## src/rtl/rdw_pkg.sv

```systemverilog
package rdw_pkg;
   typedef enum logic [2:0] {
      S_IDLE,
      S_CREDIT,
      S_WT_NEXT,
      S_WT_BUF,
      S_FILL,
      S_DRAIN
   } rdw_state_e;

   localparam int CMD_CLR   = 0;
   localparam int CMD_ADD   = 1;
   localparam int CMD_START = 2;
   localparam int CMD_STOP  = 3;

   localparam logic SEL_CMD   = 1'b0;
   localparam logic SEL_START = 1'b1;
endpackage

```

## src/rtl/rdw_credit.sv

```systemverilog
module rdw_credit #(
   parameter int CRED_W   = 8,
   parameter bit SATURATE = 1'b1
) (
   input  logic              clk,
   input  logic              rst_n,
   input  logic              clr,
   input  logic              add,
   input  logic              take,
   output logic [CRED_W-1:0] cnt,
   output logic              nz
);
   localparam logic [CRED_W-1:0] MAXV = {CRED_W{1'b1}};

   logic [CRED_W-1:0] inc_val;

   generate
      if (SATURATE) begin : g_sat
         assign inc_val = (cnt == MAXV) ? cnt : cnt + 1'b1;
      end else begin : g_wrap
         assign inc_val = cnt + 1'b1;
      end
   endgenerate

   always_ff @(posedge clk) begin
      if (!rst_n) begin
         cnt <= '0;
      end else if (clr) begin
         cnt <= '0;
      end else if (add && !take) begin
         cnt <= inc_val;
      end else if (take && !add) begin
         cnt <= cnt - 1'b1;
      end
   end

   assign nz = (cnt != '0);


   credit_clr_chk: assert property (@(posedge clk) disable iff (!rst_n)
      clr |=> (cnt == '0));

   credit_take_chk: assert property (@(posedge clk) disable iff (!rst_n)
      take |-> (cnt != '0));

   generate
      if (SATURATE) begin : g_sat_chk

         credit_sat_chk: assert property (@(posedge clk) disable iff (!rst_n)
            (add && !clr && !take && cnt == MAXV) |=> (cnt == MAXV));
      end
   endgenerate
endmodule

```

## src/rtl/rdw_ovf.sv

```systemverilog
module rdw_ovf (
   input  logic clk,
   input  logic rst_n,
   input  logic cap_valid,
   input  logic busy,
   input  logic accept,
   output logic ovf_q
);
   logic drop;

   assign drop = cap_valid && busy && !accept;

   always_ff @(posedge clk) begin
      if (!rst_n)      ovf_q <= 1'b0;
      else if (drop)   ovf_q <= 1'b1;
      else if (accept) ovf_q <= 1'b0;
   end


   ovf_set_chk: assert property (@(posedge clk) disable iff (!rst_n)
      drop |=> ovf_q);

   ovf_clear_chk: assert property (@(posedge clk) disable iff (!rst_n)
      accept |=> !ovf_q);

   ovf_idle_chk: assert property (@(posedge clk) disable iff (!rst_n)
      (!busy && !accept) |=> (ovf_q == $past(ovf_q)));
endmodule

```

## src/rtl/rdw_walk.sv

```systemverilog
module rdw_walk
   import rdw_pkg::*;
#(
   parameter int PAGE_W     = 32,
   parameter int WORD_IDX_W = 10,
   parameter int BUFS       = 511,
   parameter int DATA_W     = 32,
   localparam int ADDR_W    = PAGE_W + WORD_IDX_W
) (
   input  logic              clk,
   input  logic              rst_n,
   input  logic              start_cmd,
   input  logic              stop_cmd,
   input  logic [PAGE_W-1:0] start_pg,
   input  logic              credit_nz,
   output logic              take,
   input  logic              cap_valid,
   input  logic [DATA_W-1:0] cap_data,
   input  logic              ovf_flag,
   output logic              accept,
   output logic              mem_req_valid,
   input  logic              mem_req_ready,
   output logic              mem_req_we,
   output logic [ADDR_W-1:0] mem_req_addr,
   output logic [DATA_W-1:0] mem_req_wdata,
   output logic              mem_req_flag,
   input  logic              mem_rsp_valid,
   input  logic [DATA_W-1:0] mem_rsp_data,
   output logic              busy,
   output logic              stalled,
   output logic              can_take
);
   localparam logic [WORD_IDX_W-1:0] LAST_W = {WORD_IDX_W{1'b1}};
   localparam logic [WORD_IDX_W-1:0] LAST_B = WORD_IDX_W'(BUFS);

   rdw_state_e              state;
   logic [PAGE_W-1:0]       cur_tbl, nxt_tbl, buf_pg;
   logic [WORD_IDX_W-1:0]   buf_idx, word_idx;
   logic                    stop_q;
   logic                    hold, stop_pend, stop_go, rsp_ok;

   assign hold      = mem_req_valid && !mem_req_ready;
   assign stop_pend = stop_q || stop_cmd;
   assign stop_go   = stop_pend && !hold;
   assign rsp_ok    = mem_rsp_valid && !mem_req_valid;
   assign can_take  = (state == S_FILL) && !hold && !stop_pend;
   assign accept    = can_take && cap_valid;
   assign take      = (state == S_CREDIT) && credit_nz && !stop_pend;
   assign busy      = (state != S_IDLE);
   assign stalled   = (state == S_CREDIT) && !credit_nz;

   always_ff @(posedge clk) begin
      if (!rst_n) begin
         state         <= S_IDLE;
         cur_tbl       <= '0;
         nxt_tbl       <= '0;
         buf_pg        <= '0;
         buf_idx       <= '0;
         word_idx      <= '0;
         stop_q        <= 1'b0;
         mem_req_valid <= 1'b0;
         mem_req_we    <= 1'b0;
         mem_req_addr  <= '0;
         mem_req_wdata <= '0;
         mem_req_flag  <= 1'b0;
      end else begin
         if (mem_req_valid && mem_req_ready) mem_req_valid <= 1'b0;
         if (stop_go) begin
            state         <= S_IDLE;
            stop_q        <= 1'b0;
            mem_req_valid <= 1'b0;
         end else begin
            if (stop_cmd) stop_q <= 1'b1;
            unique case (state)
               S_IDLE: begin
                  if (start_cmd) begin
                     cur_tbl <= start_pg;
                     state   <= S_CREDIT;
                  end
               end
               S_CREDIT: begin
                  if (take) begin
                     mem_req_valid <= 1'b1;
                     mem_req_we    <= 1'b0;
                     mem_req_flag  <= 1'b0;
                     mem_req_addr  <= {cur_tbl, {WORD_IDX_W{1'b0}}};
                     state         <= S_WT_NEXT;
                  end
               end
               S_WT_NEXT: begin
                  if (rsp_ok) begin
                     nxt_tbl       <= mem_rsp_data[PAGE_W-1:0];
                     buf_idx       <= WORD_IDX_W'(1);
                     mem_req_valid <= 1'b1;
                     mem_req_we    <= 1'b0;
                     mem_req_addr  <= {cur_tbl, WORD_IDX_W'(1)};
                     state         <= S_WT_BUF;
                  end
               end
               S_WT_BUF: begin
                  if (rsp_ok) begin
                     buf_pg   <= mem_rsp_data[PAGE_W-1:0];
                     word_idx <= '0;
                     state    <= S_FILL;
                  end
               end
               S_FILL: begin
                  if (accept) begin
                     mem_req_valid <= 1'b1;
                     mem_req_we    <= 1'b1;
                     mem_req_addr  <= {buf_pg, word_idx};
                     mem_req_wdata <= cap_data;
                     mem_req_flag  <= ovf_flag;
                     word_idx      <= word_idx + 1'b1;
                     if (word_idx == LAST_W) state <= S_DRAIN;
                  end
               end
               S_DRAIN: begin
                  if (!hold) begin
                     if (buf_idx == LAST_B) begin
                        cur_tbl <= nxt_tbl;
                        state   <= S_CREDIT;
                     end else begin
                        buf_idx       <= buf_idx + 1'b1;
                        mem_req_valid <= 1'b1;
                        mem_req_we    <= 1'b0;
                        mem_req_flag  <= 1'b0;
                        mem_req_addr  <= {cur_tbl, buf_idx + 1'b1};
                        state         <= S_WT_BUF;
                     end
                  end
               end
               default: state <= S_IDLE;
            endcase
         end
      end
   end


   req_hold_chk: assert property (@(posedge clk) disable iff (!rst_n)
      hold |=> (mem_req_valid && $stable(mem_req_addr) &&
                $stable(mem_req_wdata) && $stable(mem_req_we)));

   idle_quiet_chk: assert property (@(posedge clk) disable iff (!rst_n)
      !busy |-> !mem_req_valid);

   stall_quiet_chk: assert property (@(posedge clk) disable iff (!rst_n)
      stalled |-> !mem_req_valid);

   drain_order_chk: assert property (@(posedge clk) disable iff (!rst_n)
      (mem_req_valid && !mem_req_we) |-> (state != S_FILL));
endmodule

```

## src/rtl/ring_dma_walker.sv

```systemverilog
module ring_dma_walker
   import rdw_pkg::*;
#(
   parameter int PAGE_W       = 32,
   parameter int WORD_IDX_W   = 10,
   parameter int BUFS         = 511,
   parameter int DATA_W       = 32,
   parameter int CRED_W       = 8,
   parameter bit CRED_SATURATE = 1'b1,
   localparam int ADDR_W      = PAGE_W + WORD_IDX_W
) (
   input  logic              clk,
   input  logic              rst_n,
   input  logic              reg_we,
   input  logic              reg_sel,
   input  logic [31:0]       reg_wdata,
   input  logic              cap_valid,
   input  logic [DATA_W-1:0] cap_data,
   output logic              mem_req_valid,
   input  logic              mem_req_ready,
   output logic              mem_req_we,
   output logic [ADDR_W-1:0] mem_req_addr,
   output logic [DATA_W-1:0] mem_req_wdata,
   output logic              mem_req_flag,
   input  logic              mem_rsp_valid,
   input  logic [DATA_W-1:0] mem_rsp_data,
   output logic              st_busy,
   output logic              st_stalled,
   output logic              st_accepting,
   output logic              st_overflow,
   output logic [CRED_W-1:0] st_credits
);
   generate
      if (BUFS < 1 || BUFS >= (1 << WORD_IDX_W)) begin : g_bad_bufs
         $error("BUFS must be 1 .. 2**WORD_IDX_W-1");
      end
      if (PAGE_W > 32 || PAGE_W > DATA_W) begin : g_bad_page
         $error("PAGE_W must fit the register and data words");
      end
      if (CRED_W < 1) begin : g_bad_cred
         $error("CRED_W must be at least 1");
      end
   endgenerate

   logic              cmd_wr, cmd_clr, cmd_add, cmd_start, cmd_stop;
   logic [PAGE_W-1:0] start_pg_q;
   logic              credit_nz, take, accept, ovf_q;

   assign cmd_wr    = reg_we && (reg_sel == SEL_CMD);
   assign cmd_clr   = cmd_wr && reg_wdata[CMD_CLR];
   assign cmd_add   = cmd_wr && reg_wdata[CMD_ADD];
   assign cmd_stop  = cmd_wr && reg_wdata[CMD_STOP];
   assign cmd_start = cmd_wr && reg_wdata[CMD_START] && !reg_wdata[CMD_STOP];

   always_ff @(posedge clk) begin
      if (!rst_n)                             start_pg_q <= '0;
      else if (reg_we && reg_sel == SEL_START) start_pg_q <= reg_wdata[PAGE_W-1:0];
   end

   rdw_credit #(.CRED_W(CRED_W), .SATURATE(CRED_SATURATE)) u_credit (
      .clk   (clk),
      .rst_n (rst_n),
      .clr   (cmd_clr),
      .add   (cmd_add),
      .take  (take),
      .cnt   (st_credits),
      .nz    (credit_nz)
   );

   rdw_ovf u_ovf (
      .clk       (clk),
      .rst_n     (rst_n),
      .cap_valid (cap_valid),
      .busy      (st_busy),
      .accept    (accept),
      .ovf_q     (ovf_q)
   );

   rdw_walk #(
      .PAGE_W(PAGE_W), .WORD_IDX_W(WORD_IDX_W), .BUFS(BUFS), .DATA_W(DATA_W)
   ) u_walk (
      .clk           (clk),
      .rst_n         (rst_n),
      .start_cmd     (cmd_start),
      .stop_cmd      (cmd_stop),
      .start_pg      (start_pg_q),
      .credit_nz     (credit_nz),
      .take          (take),
      .cap_valid     (cap_valid),
      .cap_data      (cap_data),
      .ovf_flag      (ovf_q),
      .accept        (accept),
      .mem_req_valid (mem_req_valid),
      .mem_req_ready (mem_req_ready),
      .mem_req_we    (mem_req_we),
      .mem_req_addr  (mem_req_addr),
      .mem_req_wdata (mem_req_wdata),
      .mem_req_flag  (mem_req_flag),
      .mem_rsp_valid (mem_rsp_valid),
      .mem_rsp_data  (mem_rsp_data),
      .busy          (st_busy),
      .stalled       (st_stalled),
      .can_take      (st_accepting)
   );

   assign st_overflow = ovf_q;


   reset_quiet_chk: assert property (@(posedge clk)
      !rst_n |=> (!mem_req_valid && !st_busy && st_credits == '0));
endmodule

```

## config.mk

```make
export PLATFORM = sky130hd
export DESIGN_NAME = ring_dma_walker
export DESIGN_NICKNAME = d
export VERILOG_FILES = /design/src/rtl/rdw_pkg.sv /design/src/rtl/rdw_credit.sv /design/src/rtl/rdw_ovf.sv /design/src/rtl/rdw_walk.sv /design/src/rtl/ring_dma_walker.sv
export SDC_FILE = /design/constraint.sdc
export NUM_CORES = 1
export LEC_CHECK = 0
export BUFFER_PORTS_ARGS = -buffer_cell sky130_fd_sc_hd__buf_2
export CAP_MARGIN = 40
export CELL_PAD_IN_SITES_DETAIL_PLACEMENT = 0
export CELL_PAD_IN_SITES_GLOBAL_PLACEMENT = 2
export CORE_MARGIN = 4
export CORE_UTILIZATION = 35
export DETAILED_ROUTE_END_ITERATION = 16
export PLACE_DENSITY_LB_ADDON = 0.25
export SYNTH_ARGS = -nofsm -noshare
export SYNTH_HDL_FRONTEND = slang
export SYNTH_HIERARCHICAL = 1
export SYNTH_SLANG_ARGS = --single-unit
```

## constraint.sdc

```tcl
create_clock -name clk -period 8 [get_ports clk]
set_input_delay 2 -clock clk [delete_from_list [all_inputs] [get_ports clk]]
set_output_delay 2 -clock clk [all_outputs]
set_load 0.02 [all_outputs]
```

==> results.cfg, run 1 <==
[placed_design]
dpl.hpwl_um = 21200
dpl.cell_count = 1719
numPortBuffers = 191
gp_congestion = 0.821
dpl_cell_area_sq_mm = 0.0116

[logic_synthesis]
yosysMostFrequentCell = nand2_1
yosysWarnings = 6
syn_avg_cell_area_sq_um = 8.44
synth_cell_types = 62
synth_common_cells = nand2_1 (323), dfxtp_1 (238), a21oi_1 (129)
synth_seq_cells = 238
synth_top_cell_area_share_pct = 46.0
yosys-top-cells-area = dfxtp_1 (46%), nand2_1 (12%), a21oi_1 (6.2%)
yosysTopAreaCell = dfxtp_1
synthArstFlopShare_pct = 0
netlist_area_sq_mm = 0.0103
synth_flop_cell = dfxtp_1
synthesis.nets = 1338
yosysSeqAreaShare_pct = 46.0
synth_edf_count = 0
synth_cells = 1226

[critical_path]
crit_chain = buf_2 > nor2b_1 > and2_1 > or2_2 > nor3_1 > buf_2
required_ns = 6.00
max_stage_delay_ns = 0.47
endpoint_kind = output port
cp_max_fo = 34
crit_slowest_cell = buf_2
crit_arrival_ns = 3.72
path_class = in -> out
startpoint_type = primary input
crit_top_cell = buf_2

[route]
ant_nets = 0
drt_iter0_drc = 650
drc = 0
vias_per_cell = 5.19
post_drt_wl_per_cell_um = 18.0
wl_um = 31900
first_pass_iters = 5
dr_total_vias = 9199

[sta]
holdWs_ns = 0.448
rsz0062_at_grt = no
period_needed_ns = 5.72
clock_skew_ns = 0.0122
finalSetupViolCount = 0
maxSlewViolCount = 0
finalHoldViolCount = 0
max_freq_mhz = 175
finalCritPeriodShare_pct = 71.5
fin_setup_tns_ns = 0
maxSlewHeadroom_pct = 40.8
worst_pin_slew_ns = 0.887

[layout]
final_net_count = 1477
layout-drive-gt1-share_pct = 24.5
instances_no_fill = 1772
final_area_sq_mm = 0.0126
area.growth.synth_to_final_pct = 21.6

[power]
max-vdd-ir-drop_mv = 0.155
p_leak_uw = 0.00457
pwr_density_cell_mw_per_mm2 = 250

[global_route]
grt_use_met3_pct = 3.01
grt_util_met1_pct = 26.8
antenna_found_initial = 1
grt_max_degree = 103
grt_pass1_wl_um = 50700
overflow = 0
grt_util_met2_pct = 30.1
track_usage_pct = 18.7
grt_pass1_vias = 8892
gr-max-usage-layer = met2

[floorplanning]
die_x_um = 180
io_pins = 192
initial_core_util_pct = 35.8
rows = 62
chipHeight_um = 180
fp.dieArea_sq_mm = 0.0324
core_sq_mm = 0.0289

[cts]
clk_pin_slew_ns = 0.05
clk_latency_ns = 0.53
clock_sinks = 238
cts_resized = 0
cts_root_buf = clkbuf_16
cts_tree = yes
cts_hold_buffers = 0
cts_buffers = 28
postCtsSetupBuffers = 0
clk_path_buf_depth = 3
htreeDepth = 1

[flow_run]
maxCapViolations = 0

[hold_path]
hp-class = reg -> reg

[outcome]
status = completed
==> critical path, delay by kind of cell <==
family        cells  cell delay (ns)
simple gates      4             1.03
buf+inv           2             0.67
==> flip-flops by register name (all words and copies together), names as in the netlist, 3 cells and up <==
name,cells
start_pg_q,32
u_credit/cnt,8
u_walk/buf_idx,10
u_walk/buf_pg,32
u_walk/cur_tbl,32
u_walk/mem_req_addr,42
u_walk/mem_req_wdata,32
u_walk/nxt_tbl,32
u_walk/state,3
u_walk/word_idx,10
==> worst paths after layout <==
check                                from  cells after the start                 endpoint  slack (ns)
setup / recovery                  reg_sel                      6             st_accepting        2.28
hold / removal    u_walk/mem_req_wdata[6]                      2  u_walk/mem_req_wdata[6]        0.45
setup reg to reg          u_walk/state[0]                      9          u_credit/cnt[7]        4.70
hold reg to reg   u_walk/mem_req_wdata[6]                      2  u_walk/mem_req_wdata[6]        0.45
==> layout by cell type (no fill, tap or decap), types with 6 or more instances in the layout <==
cell	instances
nand2_1	323
dfxtp_1	238
buf_2	190
a21oi_1	128
nor2_1	58
nand4_1	42
a211oi_1	36
mux2i_1	32
a31oi_1	32
o21ai_2	30
clkbuf_16	29
a311oi_2	28
nand3_1	20
buf_4	17
o21ai_0	16
xnor2_1	14
o22ai_1	13
ha_1	8
clkinv_2	7
nor4_1	7
nor2b_1	6
clkbuf_8	6
nand2b_1	6
inv_1	6
==> cell type report <==
type | count | area, sq um
tap | 384 | 480
inverter | 8 | 35.0
fill | 2978 | 16300
clock buffer | 39 | 823
clock inverter | 13 | 193
sequential | 238 | 4760
multi-input combinational | 879 | 5130
antenna | 1 | 2.50
timing repair buffer | 210 | 1160
==> routing by layer <==
metal,wire length [um],up-vias
met4,577,0
met5,0,-
met1,15300,4320
li1,-,4607
met3,1570,33
met2,14400,239
==> where the power goes <==
group / internal, uW / switching [uW] / leakage [uW]
Clock: 876 / 506 / 0.000503
Combinational: 168 / 295 / 0.00214
Sequential: 1250 / 57.8 / 0.00193
Total: 2290 / 858 / 0.00457
==> kinds of logic after synthesis <==
logic type / after synthesis / share of synthesized area (%)
simple gates: 498 / 21.2
compound gates: 320 / 22.0
flops: 238 / 46.0
buf+inv: 109 / 4.86
mux: 32 / 3.09
xor+xnor: 20 / 1.69
fa+ha+maj: 9 / 1.16
==> through the flow <==
stage | utilization, % | setup WS, ns | total power, uW
floorplan | - | 2.56 | 1630
CTS | 43.5 | 2.29 | 3190
global placement | 39.7 | 2.33 | 1790
finish | 43.5 | 2.28 | 3150
detailed placement | 40.0 | 2.28 | 1800
global route | 43.5 | 2.14 | 3280
No activity file was read; power rests on OpenSTA's default activity.
==> run 2: changes to the inputs <==
--- a/config.mk
+++ b/config.mk
@@ -10,7 +10,7 @@
 export CELL_PAD_IN_SITES_DETAIL_PLACEMENT = 0
 export CELL_PAD_IN_SITES_GLOBAL_PLACEMENT = 2
 export CORE_MARGIN = 4
-export CORE_UTILIZATION = 35
+export CORE_UTILIZATION = 33
 export DETAILED_ROUTE_END_ITERATION = 16
 export PLACE_DENSITY_LB_ADDON = 0.25
 export SYNTH_ARGS = -nofsm -noshare
==> constraint.sdc (replaced) <==
create_clock -name clk -period 5.5 [get_ports clk]
set_input_delay 1.375 -clock clk [delete_from_list [all_inputs] [get_ports clk]]
set_output_delay 1.375 -clock clk [all_outputs]
set_load 0.02 [all_outputs]
==> run 2 against run 1 <==
Compared with the run above: power rose by 42%; critical endpoint unchanged; sequential power rose by 44%; via count fell by 1.3%; clock skew rose by 0.0087 ns; global-route usage fell by 0.64 points; critical path type unchanged.
==> results.cfg, run 2 (synthesized netlist as in run 1, its figures left out) <==
[route]
vias_per_cell = 5.09
wl_um = 31900
drt_iter0_drc = 688
first_pass_iters = 5
post_drt_wl_per_cell_um = 17.9
routed-wl-met3_um = 1480
wl_met2_um = 13700
dr_total_vias = 9080
drc = 0
ant_nets = 0
wl_met1_um = 16000
top_layer = met4

[flow_run]
maxCapViolations = 0

[sta]
finalHoldViolCount = 0
finalSetupViolCount = 0
period_needed_ns = 4.19
fin_setup_tns_ns = 0
worst_pin_slew_ns = 0.859
rsz0062_at_grt = no
maxSlewHeadroom_pct = 42.7
clock_skew_ns = 0.0210
max_freq_mhz = 239
finalCritPeriodShare_pct = 76.1
maxSlewViolCount = 0

[power]
p_leak_uw = 0.00456
max-vdd-ir-drop_mv = 0.238
pwr_density_cell_mw_per_mm2 = 356

[critical_path]
crit_slowest_cell = or2_2
startpoint_type = primary input
path_class = in -> out
endpoint_kind = output port
crit_chain = buf_2 > nor2b_1 > and2_1 > or2_2 > nor3_1 > buf_2
crit_path_start = reg_we
required_ns = 4.12
rrSetupSlack_ns = 2.20
r2r-end = u_credit/cnt[7]
max_stage_delay_ns = 0.43
crit_arrival_ns = 2.81
cp_max_fo = 13
rr_startpoint = u_walk/state[0]
worstRegToRegCells = 9
crit_top_cell = buf_2

[placed_design]
gp_congestion = 0.785
dpl.hpwl_um = 21200
numPortBuffers = 191

[cts]
clk_latency_ns = 0.56
clock_sinks = 238
cts_buffers = 28
htreeDepth = 1
cts_tree = yes
postCtsSetupBuffers = 0
clk_path_buf_depth = 3
cts_resized = 0
cts_root_buf = clkbuf_16
clk_pin_slew_ns = 0.06
cts_hold_buffers = 0

[layout]
largest_register_ffs = 42
final_common_cell = nand2_1
multi_input_area_sq_mm = 0.00513
antennaDiodeCount = 0
utilization_pct = 40.9
area.growth.synth_to_final_pct = 21.4
final_net_count = 1482
ff_latch_area_sq_mm = 0.00476
layout_common_cells = nand2_1 (323), dfxtp_1 (238), buf_2 (190), a21oi_1 (128), nor2_1 (58)
nFillCells = 3211
layout-drive-gt1-share_pct = 24.6
largest-register = u_walk/mem_req_addr

[global_route]
grt_pass1_vias = 8684
grt_pass1_wl_um = 50400
grt_max_degree = 94
antenna_found_initial = 1
track_usage_pct = 18.1
overflow = 0

[hold_path]
holdPathEnd = u_walk/buf_pg[19]
hp-class = reg -> reg
hp-start = u_walk/buf_pg[19]
whs_path_depth = 2

[floorplanning]
die_x_um = 185
io_pins = 192
rows = 64
core_sq_mm = 0.0307
chipHeight_um = 185
initial_core_util_pct = 33.7
fp.dieArea_sq_mm = 0.0343

[outcome]
status = completed
-- run 2: cell types whose count changed in the layout (fill, tap and decap cells not counted), sizes merged --
cell,delta
buf,+5
bufinv,-3
clkbuf,+3
clkinv,-2
clkinvlp,-1
diode,-1
-- run 2: worst max-delay path, delay by kind of cell --
family        cells  cell delay (ns)
simple gates      4             1.11
buf+inv           2             0.32
-- run 2: power by group --
part	total [uW]	switching, uW	internal, uW	leakage [uW]
combinational	677	433	244	0.00215
clock	1910	745	1160	0.000477
sequential	1890	75.1	1820	0.00193
-- run 2: worst max path at each step --
| stage | endpoint | slack [ns] |
|---|---|---|
| after floorplan | st_accepting | 1.31 |
| after global placement | u_credit/cnt[6] | 1.30 |
| after detailed placement | u_credit/cnt[7] | 1.25 |
| after CTS | st_accepting | 1.31 |
| after global routing | st_accepting | 1.26 |
| final | st_accepting | 1.31 |
-- run 2: through the flow --
stage / instance area, sq um / hold slack, ns / cells / total power, uW / setup slack, ns
floorplan: 10300 / 0.429 / 1226 / 2370 / 1.31
global placement: 11500 / 0.439 / 1733 / 2600 / 1.30
detailed placement: 11600 / 0.446 / 1736 / 2610 / 1.25
CTS: 12600 / 0.454 / 1785 / 4530 / 1.31
global route: 12600 / 0.468 / 1785 / 4670 / 1.26
finish: 12600 / 0.452 / 1785 / 4480 / 1.31
-- run 2: cell type report --
type | count | area share, %
clock inverter | 7 | 0.906
clock buffer | 42 | 6.79
sequential | 238 | 37.9
timing repair buffer | 215 | 9.38
tap | 396 | 3.94
inverter | 8 | 0.279
multi-input combinational | 879 | 40.8
-- run 2: per-layer routing --
| layer | up-vias | global-route usage (%) |
|---|---|---|
| li1 | 4617 | - |
| met1 | 4193 | 27.7 |
| met2 | 229 | 27.1 |
| met3 | 41 | 2.30 |
| met4 | 0 | 4.23 |
| met5 | - | 0 |
